===== src/rtl/dfile_pixel_gen.sv =====
module dfile_pixel_gen #(
  parameter int ROM_AW = 13,
  parameter int LINE_W = 3
) (
  input  logic              clk,
  input  logic              rst_n,
  input  logic              cpu_phase,
  input  logic              opfetch,
  input  logic              mreq,
  input  logic              rfsh,
  input  logic              halt,
  input  logic [15:0]       cpu_addr,
  input  logic [7:0]        alt_data,
  input  logic              line_step,
  input  logic              frame_top,
  input  logic              serial_in,
  output logic [7:0]        cpu_data,
  output logic [ROM_AW-1:0] rom_addr,
  output logic              rom_sel,
  output logic              pixel
);
  localparam int CODE_W = 6;
  localparam int LO_W   = LINE_W + CODE_W;

  logic [7:0]        code_q;
  logic              pend_q, inv_q, rfsh_q, pix_q;
  logic [7:0]        sh_q;
  logic [LINE_W-1:0] line_q;

  wire nop_force = opfetch & mreq & cpu_addr[15] & ~alt_data[6] & ~halt;
  wire capture   = ~rfsh & cpu_phase & mreq;
  wire load_pt   = rfsh_q & ~rfsh;

  assign cpu_data = nop_force ? 8'h00 : alt_data;
  assign rom_addr = rfsh ? {cpu_addr[ROM_AW-1:LO_W], code_q[CODE_W-1:0], line_q}
                         : cpu_addr[ROM_AW-1:0];
  assign rom_sel  = rfsh | (mreq & ~cpu_addr[14]);
  assign pixel    = pix_q;

  always_ff @(posedge clk) begin
    if (!rst_n) begin
      code_q <= '0;
      pend_q <= 1'b0;
      rfsh_q <= 1'b0;
      line_q <= '0;
    end else begin
      rfsh_q <= rfsh;
      if (capture) begin
        code_q <= alt_data;
        pend_q <= nop_force;
      end
      if (frame_top)      line_q <= '0;
      else if (line_step) line_q <= line_q + 1'b1;
    end
  end

  always_ff @(posedge clk) begin
    if (!rst_n) begin
      sh_q  <= '0;
      inv_q <= 1'b0;
      pix_q <= 1'b0;
    end else if (load_pt && pend_q) begin
      sh_q  <= {alt_data[6:0], serial_in};
      inv_q <= code_q[7];
      pix_q <= alt_data[7] ^ code_q[7];
    end else if (load_pt) begin
      sh_q  <= {sh_q[6:0], serial_in};
      inv_q <= 1'b0;
      pix_q <= sh_q[7];
    end else begin
      sh_q  <= {sh_q[6:0], serial_in};
      pix_q <= sh_q[7] ^ inv_q;
    end
  end
endmodule


===== config.mk =====
export PLATFORM = sky130hd
export DESIGN_NAME = dfile_pixel_gen
export DESIGN_NICKNAME = d
export VERILOG_FILES = /design/src/rtl/dfile_pixel_gen.sv
export SDC_FILE = /design/constraint.sdc
export NUM_CORES = 1
export LEC_CHECK = 0
export BUFFER_PORTS_ARGS = -buffer_cell sky130_fd_sc_hd__clkbuf_2
export CELL_PAD_IN_SITES_DETAIL_PLACEMENT = 0
export CELL_PAD_IN_SITES_GLOBAL_PLACEMENT = 1
export CORE_AREA = 2 2 74 55
export DETAILED_ROUTE_END_ITERATION = 12
export DIE_AREA = 0 0 76 57
export PLACE_DENSITY = 0.77
export RECOVER_POWER = 50
export SETUP_SLACK_MARGIN = 0.2
export SYNTH_ARGS = -nofsm -noshare
export SYNTH_HDL_FRONTEND = slang
export SYNTH_SLANG_ARGS = --single-unit

===== constraint.sdc =====
create_clock -name clk -period 2.1 [get_ports clk]
set_input_delay 0.105 -clock clk [delete_from_list [all_inputs] [get_ports clk]]
set_output_delay 0.105 -clock clk [all_outputs]
set_load 0.01 [all_outputs]

==> reports/metrics.cfg, run 1 <==
[clocking]
cts.sinks=22
cts_hold_buf=0
worstSkewPairLatency_ns=0.25
cts_tree=built
clockBufferDepth=2
clk_pin_slew_worst_paths_ns=0.07
ctsHtreeMaxLevel=1
cts_resized=0
postCtsSetupRepairBufs=0
cts_root_buf=clkbuf_8
cts_buffers=3

[hold_path]
hold-path-cell-count=2
hold_end=sh_q[0]$_SDFF_PN0_
hp-class=in2reg
worstHoldStart=serial_in

[detailed_routing]
routed_wl_um=2256
drt_first_pass_iters=2
wire_per_inst_um=11.45
drcViolationCount=0
viasPerCell=4.198
drt_iter0_drc=23
ant_nets=0
vias=827

[layout]
drive_gt1_share_pct=32.41
layout_common_cells=clkbuf_2 (34), dfxtp_1 (22), mux2i_1 (16), nor2b_1 (16), clkbuf_1 (13)
fin_util_pct=36.10
final_common_cell=clkbuf_2
fill_cells=376
fin_nets=182
fin_area_sq_um=1330
antenna_cells=0
syn_to_final_growth_pct=24.77

[sta]
layout_min_cycle_time_ns=1.338
worst_pin_slew_ns=0.7095
post-route-period-util_pct=63.70
setup_ws_ns=0.7623
finalSetupViolations=0
hold_violations=0
fmax_mhz=747.6
fin_tns_setup_ns=0
finClkSkew_ns=0.001702
slew_violations=0
rsz0062_at_grt=no
relSlewSlack_pct=52.70

[setup_path]
reg2regPathDepth=3
startpoint_type=primary input
critPathKind=in2reg
end_kind=flop
arrival_ns=1.48
r2r_end=pixel$_SDFF_PN0_
required_ns=2.25
r2r_start=pend_q$_SDFFE_PN0P_
r2r_slack_ns=0.88
crit_fanout=14

[synthesis]
syn-cell-area_sq_um=1066
netlist-cell-type-count=23
syn_inst=105
synth_mux_area_share_pct=24.53
synth-simple-area-share_pct=21.13
synth_compound_area_share_pct=2.934
synth_xor_area_share_pct=2.465
synthAdderAreaFrac_pct=1.174
seq_area_frac_synth_pct=41.31
syn_avg_cell_area_sq_um=10.15
synthDominantCellAreaShare_pct=41.31
syn-num-nets=140
yosysWarningCount=0
synth_top_family_by_area=multiplexers
synthTopCellsByArea=dfxtp_1 (41%), mux2i_1 (15%), mux2_2 (9.5%), nor2b_1 (9.4%), and2_1 (5.3%)
yosysTopAreaCell=dfxtp_1
synth_seq_cells=22

[run_status]
status=completed

[floorplan]
ios=57
dieArea_sq_um=4332
rows=19
initial_core_util_pct=28.93
die_width_um=76
core_area_sq_um=3685
die_h_um=57

[global_route]
grt_pass1_vias=816
grt-ovfl-total=0
grt_max_degree=21
grt_pass1_wl_um=3836
grt.total_usage_pct=10.96
antenna_found_initial=0

[placement]
gp_congestion=0.7207
hpwl_um=1724
pre_cts_ws_ns=0.6662
dpl-instance-area_sq_um=1305
port_buffers=47

[pwr]
peakVddDrop_mv=0.2900
power.density_nw_per_um2=602.7
leakage_nw=0.6499

[run]
max_cap_violations=0

-- final cells by class --
type | count | area, sq um | area share, %
tap | 52 | 65.06 | 4.892
clock buffer | 3 | 41.29 | 3.104
inverter | 2 | 7.507 | 0.5644
multi-input combinational | 71 | 556.8 | 41.86
sequential | 22 | 440.4 | 33.11
timing repair buffer | 47 | 219.0 | 16.46
-- power by group --
group	switching [mW]	internal, mW	total [mW]
sequential	0.00487	0.427	0.432
clock	0.124	0.128	0.251
combinational	0.0557	0.0625	0.118
total	0.184	0.617	0.802
-- registers in the layout, summed over array words and instances, names as in the netlist --
| name | flops |
|---|---|
| rfsh_q | 1 |
| code_q | 7 |
| sh_q | 8 |
| pend_q | 1 |
| pixel | 1 |
| line_q | 3 |
| inv_q | 1 |
-- cells by family (layout without fill, tap and decap cells) --
| logic type | after synthesis | in the layout |
|---|---|---|
| and+or+nand+nor | 37 | 37 |
| muxes | 25 | 25 |
| DFF | 22 | 22 |
| buffers and inverters | 12 | 52 |
| AOI/OAI and AO/OA | 5 | 5 |
| xor gates and xnor gates | 3 | 3 |
| adders and majority gates | 1 | 1 |
-- synth_stat cells, drive strengths merged --
library cell and number:
nand2 2, or3 1, xor2 2, xnor2 1
o21ai 2, nor2 4, nand3b 2, clkbuf 3
and2 9, inv 2, mux2 9, mux2i 16
ha 1, and3 1, nand2b 1, buf 7
dfxtp 22, and4bb 1, a21o 1, o21a 1
a31oi 1, nor2b 16
-- critical path: stages --
cell and delay, ns:
clkbuf_1 0.52, nand3b_1 0.54, mux2i_1 0.25, nor2b_1 0.07
-- layer usage --
metal / global-route usage [%] / part of all wire [%] / vias up
li1: - / - / 425
met1: 13.54 / 46 / 374
met2: 19.26 / 47 / 26
met3: 4.272 / 6.7 / 2
met4: 0.7792 / 0.31 / 0
met5: 0 / 0 / -
-- how the worst max path moves through the flow --
stage / start / to / slack, ns / cells after the start
after CTS: pend_q$_SDFFE_PN0P_ / pixel$_SDFF_PN0_ / 0.87 / 3
after global placement: rfsh / code_q[1]$_SDFFE_PN0P_ / 0.69 / 4
after floorplan: rfsh_q$_SDFF_PN0_ / pixel$_SDFF_PN0_ / 1.17 / 3
after global routing: rfsh / code_q[3]$_SDFFE_PN0P_ / 0.62 / 4
after detailed placement: rfsh / code_q[1]$_SDFFE_PN0P_ / 0.67 / 4
final: rfsh / code_q[3]$_SDFFE_PN0P_ / 0.76 / 4
-- metrics by stage --
step                cells  power [mW]  hold slack [ns]
global placement      194      0.5619           0.2101
finish                197      0.8016          0.06267
CTS                   197      0.8167          0.05141
detailed placement    194      0.5654           0.2101
floorplan             105      0.5162           0.2323
global route          197      0.8537          0.05601
Note: power is estimated with default switching activity, not from simulation.
==> run 2: changes to the inputs <==
--- a/config.mk
+++ b/config.mk
@@ -8,10 +8,10 @@
 export BUFFER_PORTS_ARGS = -buffer_cell sky130_fd_sc_hd__clkbuf_2
 export CELL_PAD_IN_SITES_DETAIL_PLACEMENT = 0
 export CELL_PAD_IN_SITES_GLOBAL_PLACEMENT = 1
-export CORE_AREA = 2 2 74 55
+export CORE_AREA = 2 2 77 57
 export DETAILED_ROUTE_END_ITERATION = 12
-export DIE_AREA = 0 0 76 57
-export PLACE_DENSITY = 0.77
+export DIE_AREA = 0 0 79 59
+export PLACE_DENSITY = 0.75
 export RECOVER_POWER = 50
 export SETUP_SLACK_MARGIN = 0.2
 export SYNTH_ARGS = -nofsm -noshare
==> constraint.sdc (replaced) <==
create_clock -name clk -period 1.2 [get_ports clk]
set_input_delay 0.06 -clock clk [delete_from_list [all_inputs] [get_ports clk]]
set_output_delay 0.06 -clock clk [all_outputs]
set_load 0.01 [all_outputs]
==> run 2 against run 1 <==
Power rose by 93%. Register-to-register slack got worse by 0.68 ns. Design area grew 15%. Sequential share of layout area shrank 3.9 points. Worst setup slack worse by 0.60 ns. Worst hold slack improved by 0.023 ns. Final cell count increased by 6.1%. Highest routed layer unchanged.
==> reports/metrics.cfg, run 2 (same netlist as run 1, synthesis figures left out) <==
[pwr]
peakVddDrop_mv=0.6168
power.density_nw_per_um2=1007
clkPwrFrac_pct=33.7
seq_power_share_pct=49.0
switchingPower_mw=0.3471
swShare_pct=22.49
p_int_mw=1.196
pwr-share-comb_pct=17.3
leakage_nw=0.7918

[sta]
layout_min_cycle_time_ns=1.039
finClkSkew_ns=0.001020
setup_ws_ns=0.1613
slew_violations=0
post-route-period-util_pct=86.56
rsz0062_at_grt=yes
worst_pin_slew_ns=0.3798
fmax_mhz=962.7
fin_tns_setup_ns=0
finalSetupViolations=0
hold_violations=0
relSlewSlack_pct=74.68

[layout]
final_common_cell=clkbuf_2
top_register=sh_q
fill_cells=402
drive_gt1_share_pct=50.96
fin_util_pct=39.80
syn_to_final_growth_pct=43.78
multi_input_area_sq_um=603.1
layout_common_cells=clkbuf_2 (33), mux2i_1 (16), nor2b_1 (16), dfxtp_1 (16), buf_6 (8)
reg_top3=sh_q (8), code_q (7), line_q (3)
fin_nets=193
fin_cells=209
antenna_cells=0
largest_reg_flops=8
seqCellArea_sq_um=447.9

[clocking]
cts_buffers=3
ctsHtreeMaxLevel=1
cts_tree=built
clk_pin_slew_worst_paths_ns=0.08
cts_root_buf=clkbuf_8
cts.sinks=22
worstSkewPairLatency_ns=0.26
clockBufferDepth=2

[floorplan]
die_width_um=79
rows=19
ios=57
die_h_um=59
dieArea_sq_um=4661
core_area_sq_um=3851
initial_core_util_pct=27.68

[global_route]
grt-ovfl-total=0
grt_pass1_vias=839
grt_pass1_wl_um=3746
antenna_found_initial=0
grt_max_degree=21
grt.total_usage_pct=10.65

[setup_path]
crit_fanout=3
r2r_slack_ns=0.20
slowest_delay_ns=0.34
arrival_ns=0.98
critPathKind=reg2out
end_kind=primary output
crit_chain=mux2_4 > buf_6
startpoint_type=flop
crit_slowest_cell=dfxtp_1
required_ns=1.14

[detailed_routing]
drcViolationCount=0
drt_first_pass_iters=3
wire_per_inst_um=11.62
ant_nets=0
vias=861
drt_iter0_drc=21
routed_wl_um=2429
viasPerCell=4.120

[hold_path]
hp-class=in2reg

[placement]
place_inst=199
pre_cts_ws_ns=0.08534
hpwl_um=1767
gp_congestion=0.6664
port_buffers=47

[run_status]
status=completed

[run]
max_cap_violations=0

[run 2: cell count changes in the layout (fill, tap and decap cells not counted), moves of 5 or more]
cell	previous run	this run
buf_6	0	8
clkbuf_1	13	5
and2_4	0	6
buf_4	0	6
dfxtp_1	22	16
dfxtp_2	0	6
and2_1	8	3
buf_2	0	5
mux2_2	9	4
mux2_4	0	5
[run 2: worst max-delay path: cells and delay by family (launching register included)]
family | cells | cell delay [ns]
buffers and inverters | 1 | 0.12
multiplexers | 1 | 0.26
flip-flops | 1 | 0.34
[run 2: final timing paths]
check / start / endpoint / cells past startpoint
worst max-delay path: line_q[0]$_SDFFE_PP0P_ / rom_addr[0] / 2
worst min-delay path: alt_data[1] / sh_q[2]$_SDFF_PN0_ / 3
worst max register to register: line_q[1]$_SDFFE_PP0P_ / line_q[1]$_SDFFE_PP0P_ / 4
worst min register to register: sh_q[0]$_SDFF_PN0_ / sh_q[1]$_SDFF_PN0_ / 2
[run 2: cell type report]
type	instances	area share, %
Multi-Input combinational cell	71	39.35
Inverter	2	0.4898
Tap cell	52	4.245
Timing Repair Buffer	58	23.10
Clock buffer	4	3.592
Sequential cell	22	29.22
[run 2: layer usage]
layer  routed length, um  share of wire [%]  vias to the layer above  global-route usage (%)
li1                    -                  -                      447                       -
met1                1061                 44                      385                   12.12
met2                1206                 50                       23                   19.13
met3                 140                5.8                        6                   3.963
met4                  21               0.86                        0                   2.709
met5                   0                  0                        -                       0
[run 2: what timing repair did]
action                     CTS  global route
setup endpoints to repair   16            26
hold endpoints to repair     1             0
gates resized for setup      7            35
setup buffers                3             2
hold buffers                 1             0
pin swaps                    0            10
[run 2: power by group through the flow]
stage,clock network (mW),logic [mW],registers (mW)
CTS,0.543,0.236,0.756
global route,0.576,0.290,0.758
global placement,0,0.220,0.772
detailed placement,0,0.223,0.773
finish,0.520,0.267,0.756
floorplan,0,0.133,0.771
[run 2: metrics by stage]
step / total power, mW / cell area, sq um / hold slack (ns)
3_3_place_gp: 0.9919 / 1343 / 0.1201
2_1_floorplan: 0.9034 / 1066 / 0.1873
3_5_place_dp: 0.9961 / 1343 / 0.1201
6_report: 1.543 / 1533 / 0.08537
4_1_cts: 1.536 / 1449 / 0.08534
5_1_grt: 1.624 / 1533 / 0.1057
